### src/rtl/drs_pkg.sv
package drs_pkg;
  typedef enum logic [2:0] {
    ST_PAUSE, ST_IDLE, ST_REQ, ST_CAS_LO, ST_RAS_LO, ST_PRE, ST_SREF, ST_SREXIT
  } drs_state_e;

  function automatic int drs_max(input int a, input int b);
    return (a > b) ? a : b;
  endfunction
endpackage

### src/rtl/drs_interval_timer.sv
module drs_interval_timer #(
  parameter int INTERVAL = 3125
) (
  input  logic clk_i,
  input  logic rst_ni,
  input  logic en_i,
  output logic tick_o
);
  localparam int CW = $clog2(INTERVAL + 1);
  logic [CW-1:0] cnt_q;

  assign tick_o = en_i && (cnt_q == CW'(INTERVAL - 1));

  always_ff @(posedge clk_i or negedge rst_ni) begin
    if (!rst_ni)     cnt_q <= '0;
    else if (tick_o) cnt_q <= '0;
    else if (en_i)   cnt_q <= cnt_q + 1'b1;
  end

  p_tick_needs_en_r5: assert property (@(posedge clk_i) disable iff (!rst_ni)
    !en_i |=> $stable(cnt_q));
endmodule

### src/rtl/drs_debt_ctr.sv
module drs_debt_ctr #(
  parameter int MAX_DEBT = 4
) (
  input  logic clk_i,
  input  logic rst_ni,
  input  logic tick_i,
  input  logic done_i,
  output logic empty_o,
  output logic full_o
);
  localparam int DW = $clog2(MAX_DEBT + 1);
  logic [DW-1:0] debt_q;
  logic          inc;

  // a tick while full is kept when a completion frees a slot in the same cycle
  assign inc     = tick_i && (!full_o || done_i);
  assign empty_o = (debt_q == '0);
  assign full_o  = (debt_q == DW'(MAX_DEBT));

  always_ff @(posedge clk_i or negedge rst_ni) begin
    if (!rst_ni) debt_q <= '0;
    else         debt_q <= debt_q + DW'(inc) - DW'(done_i);
  end

  p_no_overflow_r6: assert property (@(posedge clk_i) disable iff (!rst_ni)
    debt_q <= DW'(MAX_DEBT));
  p_no_underflow_r6: assert property (@(posedge clk_i) disable iff (!rst_ni)
    done_i |-> !empty_o);
endmodule

### src/rtl/dram_refresh_sched.sv
module dram_refresh_sched
  import drs_pkg::*;
#(
  parameter int PAUSE_CYC    = 20000,
  parameter int INIT_CNT     = 8,
  parameter int REF_INTERVAL = 3125,
  parameter int MAX_DEBT     = 4,
  parameter int CSR_CYC      = 1,
  parameter int RAS_CYC      = 5,
  parameter int RP_CYC       = 4,
  parameter bit SELF_REF_EN  = 1'b1,
  parameter int SREF_MIN_CYC = 10000,
  parameter int SREF_RP_CYC  = 10
) (
  input  logic       clk_i,
  input  logic       rst_ni,
  input  logic       bus_gnt_i,
  input  logic       host_req_i,
  input  logic       sref_req_i,
  output logic       bus_req_o,
  output logic       drive_o,
  output logic       ras_no,
  output logic [1:0] cas_no,
  output logic       we_no,
  output logic       ready_o,
  output logic       urgent_o,
  output logic       host_req_o,
  output logic       sref_active_o
);
  localparam int MAXC = drs_max(drs_max(drs_max(PAUSE_CYC, SREF_MIN_CYC),
                                        drs_max(SREF_RP_CYC, RAS_CYC)),
                                drs_max(RP_CYC, CSR_CYC));
  localparam int TW = $clog2(MAXC + 1);
  localparam int IW = $clog2(INIT_CNT + 1);

  drs_state_e    state_q;
  logic [TW-1:0] tmr_q;
  logic [IW-1:0] init_left_q;
  logic          ready_q, sref_mode_q;
  logic          sref_go, tick, timer_en, done_per, pre_end;
  logic          debt_empty, debt_full;

  generate
    if (SELF_REF_EN) begin : g_sref
      assign sref_go = sref_req_i;
    end else begin : g_no_sref
      assign sref_go = 1'b0;
    end
  endgenerate

  assign pre_end  = (state_q == ST_PRE) && (tmr_q == TW'(RP_CYC - 1));
  assign done_per = pre_end && ready_q;
  assign timer_en = ready_q && (state_q != ST_SREF) && (state_q != ST_SREXIT);

  drs_interval_timer #(.INTERVAL(REF_INTERVAL)) u_timer (
    .clk_i (clk_i), .rst_ni(rst_ni), .en_i(timer_en), .tick_o(tick)
  );

  drs_debt_ctr #(.MAX_DEBT(MAX_DEBT)) u_debt (
    .clk_i (clk_i), .rst_ni(rst_ni), .tick_i(tick), .done_i(done_per),
    .empty_o(debt_empty), .full_o(debt_full)
  );

  always_ff @(posedge clk_i or negedge rst_ni) begin
    if (!rst_ni) begin
      state_q     <= ST_PAUSE;
      tmr_q       <= '0;
      init_left_q <= IW'(INIT_CNT);
      ready_q     <= 1'b0;
      sref_mode_q <= 1'b0;
    end else begin
      unique case (state_q)
        ST_PAUSE:
          if (tmr_q == TW'(PAUSE_CYC - 1)) begin
            state_q <= ST_IDLE;
            tmr_q   <= '0;
          end else tmr_q <= tmr_q + 1'b1;
        ST_IDLE:
          if (!ready_q) begin
            state_q <= ST_REQ; sref_mode_q <= 1'b0;
          end else if (sref_go && debt_empty) begin
            state_q <= ST_REQ; sref_mode_q <= 1'b1;
          end else if (!debt_empty) begin
            state_q <= ST_REQ; sref_mode_q <= 1'b0;
          end
        ST_REQ:
          if (bus_gnt_i) begin
            state_q <= ST_CAS_LO;
            tmr_q   <= '0;
          end
        ST_CAS_LO:
          if (tmr_q == TW'(CSR_CYC - 1)) begin
            state_q <= sref_mode_q ? ST_SREF : ST_RAS_LO;
            tmr_q   <= '0;
          end else tmr_q <= tmr_q + 1'b1;
        ST_RAS_LO:
          if (tmr_q == TW'(RAS_CYC - 1)) begin
            state_q <= ST_PRE;
            tmr_q   <= '0;
          end else tmr_q <= tmr_q + 1'b1;
        ST_PRE:
          if (pre_end) begin
            state_q <= ST_IDLE;
            tmr_q   <= '0;
            if (!ready_q) begin
              init_left_q <= init_left_q - 1'b1;
              if (init_left_q == IW'(1)) ready_q <= 1'b1;
            end
          end else tmr_q <= tmr_q + 1'b1;
        ST_SREF:
          if (tmr_q == TW'(SREF_MIN_CYC - 1)) begin
            if (!sref_go) begin
              state_q <= ST_SREXIT;
              tmr_q   <= '0;
            end
          end else tmr_q <= tmr_q + 1'b1;
        ST_SREXIT:
          if (tmr_q == TW'(SREF_RP_CYC - 1)) begin
            state_q <= ST_IDLE;
            tmr_q   <= '0;
          end else tmr_q <= tmr_q + 1'b1;
        default: state_q <= ST_IDLE;
      endcase
    end
  end

  assign drive_o       = (state_q == ST_CAS_LO) || (state_q == ST_RAS_LO) ||
                         (state_q == ST_PRE) || (state_q == ST_SREF) ||
                         (state_q == ST_SREXIT);
  assign bus_req_o     = drive_o || (state_q == ST_REQ);
  assign ras_no        = !((state_q == ST_RAS_LO) || (state_q == ST_SREF));
  assign cas_no        = {2{!((state_q == ST_CAS_LO) || (state_q == ST_RAS_LO) ||
                              (state_q == ST_SREF))}};
  assign we_no         = 1'b1;
  assign ready_o       = ready_q;
  assign urgent_o      = debt_full;
  assign host_req_o    = host_req_i && ready_q && !debt_full;
  assign sref_active_o = (state_q == ST_SREF);

  p_cas_before_ras_r3: assert property (@(posedge clk_i) disable iff (!rst_ni)
    $fell(ras_no) |-> $past(cas_no) == 2'b00);
  p_drive_after_gnt_r4: assert property (@(posedge clk_i) disable iff (!rst_ni)
    $rose(drive_o) |-> $past(bus_gnt_i && bus_req_o));
  p_quiet_pause_r1: assert property (@(posedge clk_i) disable iff (!rst_ni)
    (state_q == ST_PAUSE) |-> (ras_no && cas_no == 2'b11 && !bus_req_o && !ready_o));
  p_ready_sticks_r2: assert property (@(posedge clk_i) disable iff (!rst_ni)
    ready_o |=> ready_o);
  p_sref_min_r8: assert property (@(posedge clk_i) disable iff (!rst_ni)
    $fell(sref_active_o) |-> $past(tmr_q) == TW'(SREF_MIN_CYC - 1));
endmodule

### config.mk
export PLATFORM = sky130hd
export DESIGN_NAME = dram_refresh_sched
export DESIGN_NICKNAME = d
export VERILOG_FILES = /design/src/rtl/drs_pkg.sv /design/src/rtl/drs_interval_timer.sv /design/src/rtl/drs_debt_ctr.sv /design/src/rtl/dram_refresh_sched.sv
export SDC_FILE = /design/constraint.sdc
export NUM_CORES = 1
export LEC_CHECK = 0
export BUFFER_PORTS_ARGS = -buffer_cell sky130_fd_sc_hd__buf_2
export CORE_MARGIN = 2
export CORE_UTILIZATION = 35
export CTS_CLUSTER_DIAMETER = 150
export CTS_CLUSTER_SIZE = 10
export DETAILED_ROUTE_END_ITERATION = 16
export GPL_ROUTABILITY_DRIVEN = 0
export GPL_TIMING_DRIVEN = 0
export PLACE_DENSITY = 0.6
export SYNTH_ARGS = -nofsm -noshare
export SYNTH_HDL_FRONTEND = slang
export SYNTH_SLANG_ARGS = --single-unit
### constraint.sdc
create_clock -name clk_i -period 3.6 [get_ports clk_i]
set_clock_uncertainty 0.05 [all_clocks]
set_input_delay 0.36 -clock clk_i [delete_from_list [all_inputs] [get_ports clk_i]]
set_output_delay 0.36 -clock clk_i [all_outputs]
set_load 0.02 [all_outputs]
# Word-level counts from Yosys, hierarchy flattened
# Index checks and enable logic that the tools add are counted.
# word_totals
ff_bits	39
latchBits	0
ram_bits	0
romBits	0
input_bits	5
output_inout_bits	10
word_cells	100
memories	0
# op_classes
addsub	5
multipliers	0
div	0
n_lt_le_gt_ge	0
eq_ne	28
shift	0
mux	29
bitwise_logic	1
reduce_logical	30
# ops
operator	count
$mux 15	8
$pmux 15 s7	1
$mux 3	11
$mux 12	2
$pmux 3 s8	1
$add 15x1->15 const B	1
$eq 15x14->1 const B	1
$eq 15x15->1 const B	1
$eq 15x2->1 const B	1
$eq 15x3->1 const B	1
$eq 15x4->1 const B	1
$eq 3x3->1 const B	5
$logic_not 15->1	1
$ne 2x2->1 const B	7
$add 12x1->12 const B	1
$eq 12x12->1 const B	1
$logic_and 1x1->1	9
$ne 3x3->1 const B	3
$reduce_and 9->1	1
$logic_or 1x1->1	8
$reduce_bool 7->1	1
$eq 3x2->1 const B	2
$logic_not 3->1	2
$reduce_and 3->1	2
other kinds (14)	21

# Longest topological paths before layout
# Gate-level depths: netlist of run 1.
# logic_depth
depth_word	7
ltp_mapped	13
mapped_depth_nobuf	13

# Hierarchy
# From an unflattened synthesis of run 1, not the netlist that was laid out.
# hier_totals
hier_cells	277
hier_area_um2	2463.6
# by_module_without_submodules
mod	n_inst	cells_per_inst	area_per_inst_um2	seq_area_each_um2
dram_refresh_sched	1	197	1629.1	601.8
drs_interval_timer	1	66	664.4	300.3
drs_debt_ctr	1	14	170.2	75.1

# Worst setup path after synthesis of run 1
# No wires, ideal clock.
# synth_timing
kind	register -> register
start	register tmr_q[5]
end	register state_q[1]
setup_time_ps	125
arrival_ps	2551
t_required_ps	3425
path_slack_ps	874
stages_incl_launch_ff	7
path_buffers	1
period_less_slack_ps	2726
cell_sequence	dfrtp_1 buf_6 or4_4 or4_4 a22o_1 or4_4 mux2_4
# synth_between
elab_chain_len	4
word_cells_on_any_way	14
classes_between	eq/ne: 11; reduce/logical: 3
# synth_rtl
item	line_no	rtl
start: declaration	dram_refresh_sched.sv:37	logic [TW-1:0] tmr_q;
start signal: assignment	dram_refresh_sched.sv:77	end else tmr_q <= tmr_q + 1'b1;
start signal: assignment	dram_refresh_sched.sv:95	end else tmr_q <= tmr_q + 1'b1;
start signal: assignment	dram_refresh_sched.sv:100	end else tmr_q <= tmr_q + 1'b1;
$eq 15x2->1	dram_refresh_sched.sv:51	assign pre_end = (state_q == ST_PRE) && (tmr_q == TW'(RP_CYC - 1));
$logic_and 1x1->1	dram_refresh_sched.sv:51	
$ne 2x2->1 (no source line)	n/a	
$reduce_and 9->1 (no source line) (*)	n/a	
end signal: assignment	dram_refresh_sched.sv:93	state_q <= sref_mode_q ? ST_SREF : ST_RAS_LO;
end: declaration	dram_refresh_sched.sv:36	drs_state_e state_q;
# Every way passes the cells marked *; elsewhere a longest branch is shown, timed or not.
# A chain may end at the register's enable or synchronous reset.

# Worst setup path in the final report of run 1
# layout_timing
start	register state_q[2]
end	register u_debt.debt_q[2]
# layout_between
elab_chain_len	7
word_cells_on_any_way	12
classes_between	add/sub: 2; eq/ne: 3; reduce/logical: 7
# layout_rtl
item	line_no	rtl
$ne 3x3->1 / $eq 3x3->1 (equally long branches)	dram_refresh_sched.sv:53, dram_refresh_sched.sv:51	
$logic_and 1x1->1 (on tied branches)	dram_refresh_sched.sv:53, dram_refresh_sched.sv:51	
$logic_and 1x1->1 (on tied branches)	dram_refresh_sched.sv:53, dram_refresh_sched.sv:52	
$logic_and 1x1->1 / $logic_or 1x1->1 (equally long branches)	drs_interval_timer.sv:12, drs_debt_ctr.sv:16	
$logic_and 1x1->1	drs_debt_ctr.sv:16	assign inc = tick_i && (!full_o || done_i);
$add 3x1->3	drs_debt_ctr.sv:22	else debt_q <= debt_q + DW'(inc) - DW'(done_i);
$sub 3x1->3 (*)	drs_debt_ctr.sv:22	
end signal: assignment	drs_debt_ctr.sv:22	
end: declaration	drs_debt_ctr.sv:12	logic [DW-1:0] debt_q;
# Marks and branches as above.

==> results by stage, run 1 <==
Status:
- The flow ran to the end, and the final reports show no timing, DRC or antenna violations.

Logic synthesis:
- The cell area that synthesis handed to floorplanning was 2400 µm².
- The largest total area in the synthesized netlist belongs to sky130_fd_sc_hd__dfrtp_1.
- Summed over its instances, the top area cell type makes up 39.6% of the synthesized netlist area.
- The area fraction in compound gates after synthesis is 12.8%.
- In the post-synthesis netlist, the biggest area contributors are sky130_fd_sc_hd__dfrtp_1 40%, sky130_fd_sc_hd__nand2_1 5.9%, sky130_fd_sc_hd__ha_1 4.7%.
- The simple-gate portion of the synthesized area is 28.8%.
- Yosys mapped a number of flops with a built-in enable equal to 0.
- Measured against the total synthesized area, the mux share comes to 1.67%.
- The flip-flop and latch count after synthesis is 39.
- The yosys synthesis warning count is 0.
- Of all flip-flops after synthesis, the portion carrying an async set or reset was 100%.
- Among all flip-flop cells after synthesis, the most frequent one is sky130_fd_sc_hd__dfrtp_1.
- The largest family of logic cells by synthesized area is simple AND/OR/NAND/NOR gates.
- The xor and xnor fraction of the mapped netlist area is 4.75%.
- The net count after synthesis is 295.
- Each instance of the synthesized netlist takes up on average 8.57 µm².
- After Yosys synthesis, full adders, half adders and majority gates account for 5.53% of the synthesized area.
- Synthesis produced 280 cells.
- The share of the Yosys chip area taken by registers is 40.7%.
- The number of different library cells used by synthesis comes to 51.

Clock network:
- The clock drives 39 sinks.
- The post-cts sizing count is 0.
- The number of buffers on the longest clock path is 2.
- Buffers added to address setup during post-CTS repair amount to 0.
- The clock network latency to the later pin of the worst-skew pair is 0.30 ns.
- The maximum level of the CTS H-tree is 2.
- The clock buffer count from CTS is 5.
- Clock tree synthesis selected as its root buffer the cell sky130_fd_sc_hd__clkbuf_8.
- Buffers inserted to repair hold after CTS numbered 0.
- TritonCTS built the clock tree.
- The clock-pin slew on the worst setup and hold paths is 0.08 ns.

Critical path:
- The data required time of the worst path is 3.74 ns.
- For the worst setup path, the data arrival time is 3.29 ns.
- Of all nets on the critical path, the largest fanout is 9.
- The critical path startpoint category is a flop.
- The critical path is of the reg2reg type.
- The endpoint class of the critical path is a flop.

Detailed routing:
- Using the TritonRoute via totals, the vias-per-cell ratio works out to 5.20.
- The total detailed-routing wirelength is 4.94 mm.
- The final route contains 1983 vias.
- The number of DRC violations after detailed routing is 0.
- Dividing the detail-routed wire length by the instance count gives 13.0 µm.
- The residual antenna-violating net count after detailed routing is 0.
- The first routing iteration left 101 violations.
- For this run, the detailed router's first-pass iteration total came to 4.

STA:
- For the pin with the worst max-slew slack, the measured transition is 0.878 ns.
- The count of endpoints failing hold in the final timing report is 0.
- Setup violations remaining at the end of the flow were counted as 0.
- The share of the cycle needed by the critical path after routing is 87.4%.
- The minimum period implied by the final worst setup slack is 3.15 ns.
- In this run the tightest slew margin relative to its limit is 41.4%.
- Based on the critical path, the design can be clocked at up to 318 MHz.
- The setup slack after layout is 0.452 ns.
- The max-slew violation count was 0.
- Setup repair after global routing left no endpoint under its margin.
- In the final timing run, aggregate negative setup slack is 0 ns.

Floorplan:
- The number of ports placed on the die boundary is 15.
- The vertical die dimension is 86.8 µm.
- In this run the standard cell core region covers 6720 µm².
- The starting utilization of the core area is 35.7%.
- The width of the chip is 86.8 µm.
- The die covers 7530 µm².
- After floorplanning, the core was divided into 30 placement rows.

Pwr:
- The power dissipated by switching net loads is 0.695 mW.
- The overall power of the completed layout is 1.70 mW.
- The design internal power is 1.01 mW.
- In this run, the combinational gates consume 44.7% of the power.
- The share of total power dissipated in sequential elements is 33.4%.
- The clock network burns 21.9% of the power.
- The cell leakage power is 1.19 nW.
- The worst-case IR drop observed on VDD is 205 µV.
- Dividing total power by cell area gives a power density of 635 nW/µm².
- The fraction of power spent switching nets is 40.9%.

GRT:
- Global routing finished with a remaining overflow of 0.
- Entering global routing, the biggest net connects 40 pins.
- The first global-routing pass estimated 8.47 mm of wire.
- The initial antenna violation count is 0.
- For this run, the total global-route usage over all layers was measured as 13.9%.
- The number of global-route vias before repair came to 1854.

Placement:
- The number of port buffers is 13.
- The number of placed cells counting well taps is 373.
- OpenSTA, run right after detailed placement, puts the worst setup slack at 0.472 ns.
- The HPWL after detailed placement is 3.55 mm.

Cells and area:
- For this run, the post-layout net count is 315.
- The area added between synthesis and finish is 11.6%.
- The sequential cell area is 977 µm².
- The filler cells instantiated in the layout total 683.
- The number of non-filler instances in the completed layout is 381.
- In the final layout, the share of cells above drive strength 1 is 12.3%.
- The footprint of the multi-input gates is 1290 µm².
- The repair_antennas step left the layout with diodes totalling 0.

Hold path:
- In this run the worst hold path is classified as in2async.

Flow run:
- The max-cap check violation count is 0.
==> cells in the final DEF (no fill, tap or decap), drive strengths merged, types with 7 or more instances in the layout <==
cell / netlist / routed
nand2: 38 / 38
dfrtp: 38 / 38
o21ai: 22 / 22
nor2: 18 / 18
buf: 5 / 18
inv: 15 / 15
clkbuf: 10 / 15
nor3: 14 / 14
nand3: 14 / 14
a21oi: 12 / 12
nand4: 9 / 9
ha: 9 / 9
xnor2: 7 / 7
==> path summary, 6_finish.rpt <==
path	end	start	depth (start not counted)	slack, ns
hold reg to reg	u_debt.debt_q[2]$_DFF_PN0_	u_debt.debt_q[2]$_DFF_PN0_	1	0.44
hold / removal	sref_mode_q$_DFFE_PN0P_	rst_ni	1	0.13
setup / recovery	u_debt.debt_q[2]$_DFF_PN0_	state_q[2]$_DFFE_PN0P_	11	0.45
max in group asynchronous	tmr_q[14]$_DFFE_PN0P_	rst_ni	1	2.82
setup reg to reg	u_debt.debt_q[2]$_DFF_PN0_	state_q[2]$_DFFE_PN0P_	11	0.45
min in group clk_i	u_debt.debt_q[2]$_DFF_PN0_	u_debt.debt_q[2]$_DFF_PN0_	1	0.44
==> worst max-delay path, cell delays in order, from the launching register on <==
cell and delay [ns]:
sky130_fd_sc_hd__dfrtp_1 0.38, sky130_fd_sc_hd__clkbuf_1 0.21, sky130_fd_sc_hd__a21boi_0 0.55, sky130_fd_sc_hd__and2_1 0.29
sky130_fd_sc_hd__and3_1 0.16, sky130_fd_sc_hd__clkbuf_1 0.32, sky130_fd_sc_hd__a21boi_0 0.23, sky130_fd_sc_hd__ha_1 0.17
sky130_fd_sc_hd__inv_1 0.05, sky130_fd_sc_hd__fa_1 0.37, sky130_fd_sc_hd__xnor2_1 0.14, sky130_fd_sc_hd__xnor2_1 0.12
==> cell usage after synthesis (all sizes together) (6+ instances only) <==
library cell,count
clkbuf,10
inv,15
xor2,6
dfrtp,38
nor4,6
nand3,14
ha,9
nor2,18
nand2,38
nor3,14
o21ai,22
xnor2,7
nand4,9
a21oi,12
==> registers in the layout, indices dropped and copies added (netlist names) <==
name and count:
init_left_q 4, ready_o 1, sref_mode_q 1, state_q 3, tmr_q 15, u_debt.debt_q 3
u_timer.cnt_q 12
==> stage by stage <==
step | utilization, % | cell area [µm²] | hold WS (ns)
after floorplan | - | 2400 | 0.0144
after CTS | 39.8 | 2680 | 0.176
final | 39.8 | 2680 | 0.129
after detailed placement | 38.2 | 2560 | 0.432
after global placement | 38.2 | 2560 | 0.433
after global routing | 39.8 | 2680 | 0.212
==> area by class of cell <==
cell class                 instances  area share [%]
timing repair buffer              13            2.43
sequential                        39            36.5
buffer                            15            2.81
clock buffer                       5            2.57
inverter                          15            2.10
clock inverter                     3            1.64
tap                               80            3.74
multi-input combinational        211            48.2
==> power by group through the flow <==
stage | combinational (mW) | clock (mW) | sequential [mW]
after floorplan | 0.575 | 0 | 0.563
after global placement | 0.759 | 0 | 0.575
after detailed placement | 0.771 | 0 | 0.575
after CTS | 0.773 | 0.383 | 0.568
after global routing | 0.862 | 0.397 | 0.582
final | 0.760 | 0.372 | 0.569
==> logic make-up after synthesis <==
logic type,count (synthesis)
AND/OR/NAND/NOR,133
other,1
adder cells (fa/ha/maj),10
flip-flops,39
AO/OA/AOI/OAI,51
buffers and inverters,30
multiplexers,3
XOR/XNOR,13
==> layer usage <==
metal	vias up	global-route usage, %	routed length (µm)
met5	-	0	0
met3	7	2.95	132
met4	0	3.41	42
li1	1022	-	-
met1	936	19.5	2600
met2	18	21.9	2160
(Power assumes the default switching activity.)
==> run 2: changes to the inputs <==
--- a/config.mk
+++ b/config.mk
@@ -13,7 +13,6 @@
 export DETAILED_ROUTE_END_ITERATION = 16
 export GPL_ROUTABILITY_DRIVEN = 0
 export GPL_TIMING_DRIVEN = 0
-export PLACE_DENSITY = 0.6
 export SYNTH_ARGS = -nofsm -noshare
 export SYNTH_HDL_FRONTEND = slang
 export SYNTH_SLANG_ARGS = --single-unit
==> constraint.sdc (replaced) <==
create_clock -name clk_i -period 3.1 [get_ports clk_i]
set_clock_uncertainty 0.05 [all_clocks]
set_input_delay 0.31 -clock clk_i [delete_from_list [all_inputs] [get_ports clk_i]]
set_output_delay 0.31 -clock clk_i [all_outputs]
set_load 0.02 [all_outputs]
==> run 2 against run 1 <==
Largest power group unchanged. Die area did not move. Combinational power rose by 17%. Via count fell by 1.5%. Critical path type unchanged. Critical path depth fell by 3. Sequential power rose by 16%. Total power rose by 16%. Highest routed layer unchanged. Largest cell class unchanged. Critical endpoint is now tmr_q[10]$_DFFE_PN0P_.
==> results by stage, run 2 (same netlist as run 1, synthesis figures left out) <==
Floorplan:
- The width of the chip is 86.8 µm.
- The placeable core region is 6720 µm².
- Row generation in the floorplan step produced 30 rows.
- The starting utilization of the core area is 35.7%.
- The total die area is 7530 µm².
- The floorplan step set the die height to 86.8 µm.
- The number of ports placed on the die boundary is 15.

Detailed routing:
- The detailed router finished its first iteration with 89 violations.
- The final layout contains routed wiring with a total length of 4.95 mm.
- The wire length per cell is 13.0 µm.
- The number of DRC violations after detailed routing is 0.
- After detailed routing, the number of vias per cell comes to 5.14.
- The total via count after detailed routing is 1953.
- The first detailed-routing pass took 4 iterations.
- In this run the remaining antenna-violating nets after routing total 0.

GRT:
- The initial antenna violation count is 0.
- The total global routing track utilization is 13.9%.
- The wire length of the first global-routing pass is 8.45 mm.
- Entering global routing, the biggest net connects 40 pins.
- After global routing the overflow that remains totals 0.
- The number of global-route vias before repair came to 1851.

Cells and area:
- The number of antenna diodes in the final layout is 0.
- The sequential cell area is 977 µm².
- Summing all multi-input logic gate instances after layout gives 1320 µm².
- The number of non-filler instances in the completed layout is 380.
- The proportion of layout cells with a drive suffix above 1 is 13.3%.
- The count of filler cells inserted in the layout is 681.
- The final non-filler cell area is 2700 µm².
- After the last flow step, the layout net total stands at 314.
- The top cell types in the final layout, fill and taps aside, are 38 x sky130_fd_sc_hd__nand2_1, 38 x sky130_fd_sc_hd__dfrtp_1, 21 x sky130_fd_sc_hd__o21ai_0.
- The number of flip-flops under the largest register name is 15.
- More flip-flops sit in one register than any other, and that register is tmr_q.
- The area added between synthesis and finish is 12.5%.
- The largest registers in the layout are tmr_q x15, u_timer.cnt_q x12, init_left_q x4.

Placement:
- Including well taps, the total number of placed cells is 373.
- Buffers placed on the I/O ports in this run total 13.
- The placed wire-length estimate is 3.55 mm.
- After detailed placement, the total cell area comes to 2560 µm².

Status:
- The flow ran to the end, and the final reports show no timing, DRC or antenna violations.

Critical path:
- The endpoint class of the critical path is a flop.
- At the worst endpoint, the arrival time is 3.03 ns.
- Of all nets on the critical path, the largest fanout is 10.
- The path type of the worst setup path is reg2reg.
- The worst setup path is launched from a flop.
- The data required time of the worst path is 3.21 ns.

STA:
- The worst path uses 94.0% of the clock period.
- The worst hold slack is 0.0819 ns.
- The actual slew at the worst max-slew pin is 0.881 ns.
- The minimum period implied by the final worst setup slack is 2.91 ns.
- The sum of negative setup slack is 0 ns.
- Setup violations remaining at the end of the flow were counted as 0.
- Based on the critical path, the design can be clocked at up to 343 MHz.
- The max-slew violation count was 0.
- Headroom to the max-slew limit came out at 41.3%.
- Setup repair after global routing left no endpoint under its margin.
- The count of endpoints failing hold in the final timing report is 0.

Clock network:
- CTS placed an instance of sky130_fd_sc_hd__clkbuf_8 at the clock tree root.
- TritonCTS built the clock tree.
- The maximum level of the CTS H-tree is 2.
- The number of buffers inserted by post-CTS setup repair is 0.
- The clock buffer count from CTS is 5.
- In this run the deepest clock path goes through 2 buffers.
- For the worst-skew pair, the clock arrives at the later sink with an insertion delay of 0.29 ns.
- The count of clock tree sinks is 39.
- Clock-pin slew was measured on the worst setup and hold paths at 0.08 ns.

Pwr:
- For this design the static power due to leakage is 1.20 nW.
- The power density over the cells is 733 nW/µm².
- Across the VDD grid, the largest voltage drop is 239 µV.

Flow run:
- Max-cap violations in this run came to 0.

Hold path:
- The worst hold path belongs to the class in2async.
==> run 2: worst max-delay path: stages, from the launching register on <==
cell	delay, ns
sky130_fd_sc_hd__dfrtp_1	0.37
sky130_fd_sc_hd__buf_6	0.13
sky130_fd_sc_hd__or4_4	0.54
sky130_fd_sc_hd__or4_4	0.56
sky130_fd_sc_hd__a221oi_1	0.27
sky130_fd_sc_hd__nand4_1	0.26
sky130_fd_sc_hd__nand2_1	0.23
sky130_fd_sc_hd__clkbuf_2	0.24
sky130_fd_sc_hd__o21ai_0	0.13
==> run 2: final timing paths <==
| check | start | to | slack (ns) | cells past startpoint |
|---|---|---|---|---|
| min in group clk_i | sref_req_i | sref_mode_q$_DFFE_PN0P_ | 0.40 | 3 |
| max | tmr_q[5]$_DFFE_PN0P_ | tmr_q[10]$_DFFE_PN0P_ | 0.19 | 8 |
| max in group asynchronous | rst_ni | tmr_q[14]$_DFFE_PN0P_ | 2.36 | 1 |
| max reg2reg | tmr_q[5]$_DFFE_PN0P_ | tmr_q[10]$_DFFE_PN0P_ | 0.19 | 8 |
| min | rst_ni | sref_mode_q$_DFFE_PN0P_ | 0.08 | 1 |
| min reg2reg | u_debt.debt_q[2]$_DFF_PN0_ | u_debt.debt_q[2]$_DFF_PN0_ | 0.44 | 1 |
==> run 2: cell type report <==
type / count / area share (%)
flip-flops and latches: 39 / 36.2
inverters: 15 / 2.09
multi-input cells: 211 / 48.7
well taps: 80 / 3.71
repair buffers: 13 / 2.41
clock buffers: 5 / 2.55
plain buffers: 14 / 2.64
clock inverters: 3 / 1.62
==> run 2: per-layer routing <==
metal / part of all wire (%) / wire, µm / GRT usage (%) / up-vias
met5: 0 / 0 / 0 / -
met4: 0.34 / 17 / 3.41 / 0
met3: 2.5 / 123 / 2.95 / 2
met2: 45 / 2210 / 21.9 / 19
met1: 52 / 2590 / 19.3 / 912
li1: - / - / - / 1020
==> run 2: metrics by stage <==
| stage | worst slack (ns) | util, % | power, mW |
|---|---|---|---|
| 3_5_place_dp | -0.0278 | 38.2 | 1.56 |
| 6_report | 0.187 | 40.1 | 1.98 |
| 2_1_floorplan | 0.374 | - | 1.32 |
| 4_1_cts | 0.126 | 39.9 | 2.00 |
| 5_1_grt | 0.0197 | 40.1 | 2.14 |
| 3_3_place_gp | -0.0175 | 38.2 | 1.55 |
==> run 2: repair_timing <==
action | 4_1_cts | 5_1_grt
gates cloned | 0 | 0
hold buffers | 0 | 0
resized for setup | 2 | 3
endpoints found under the setup margin | 1 | 1
==> run 2: report_power, final <==
part | internal, mW | leakage, nW | switching [mW]
Combinational | 0.335 | 0.609 | 0.553
Clock | 0.240 | 0.0581 | 0.192
Sequential | 0.595 | 0.529 | 0.0641
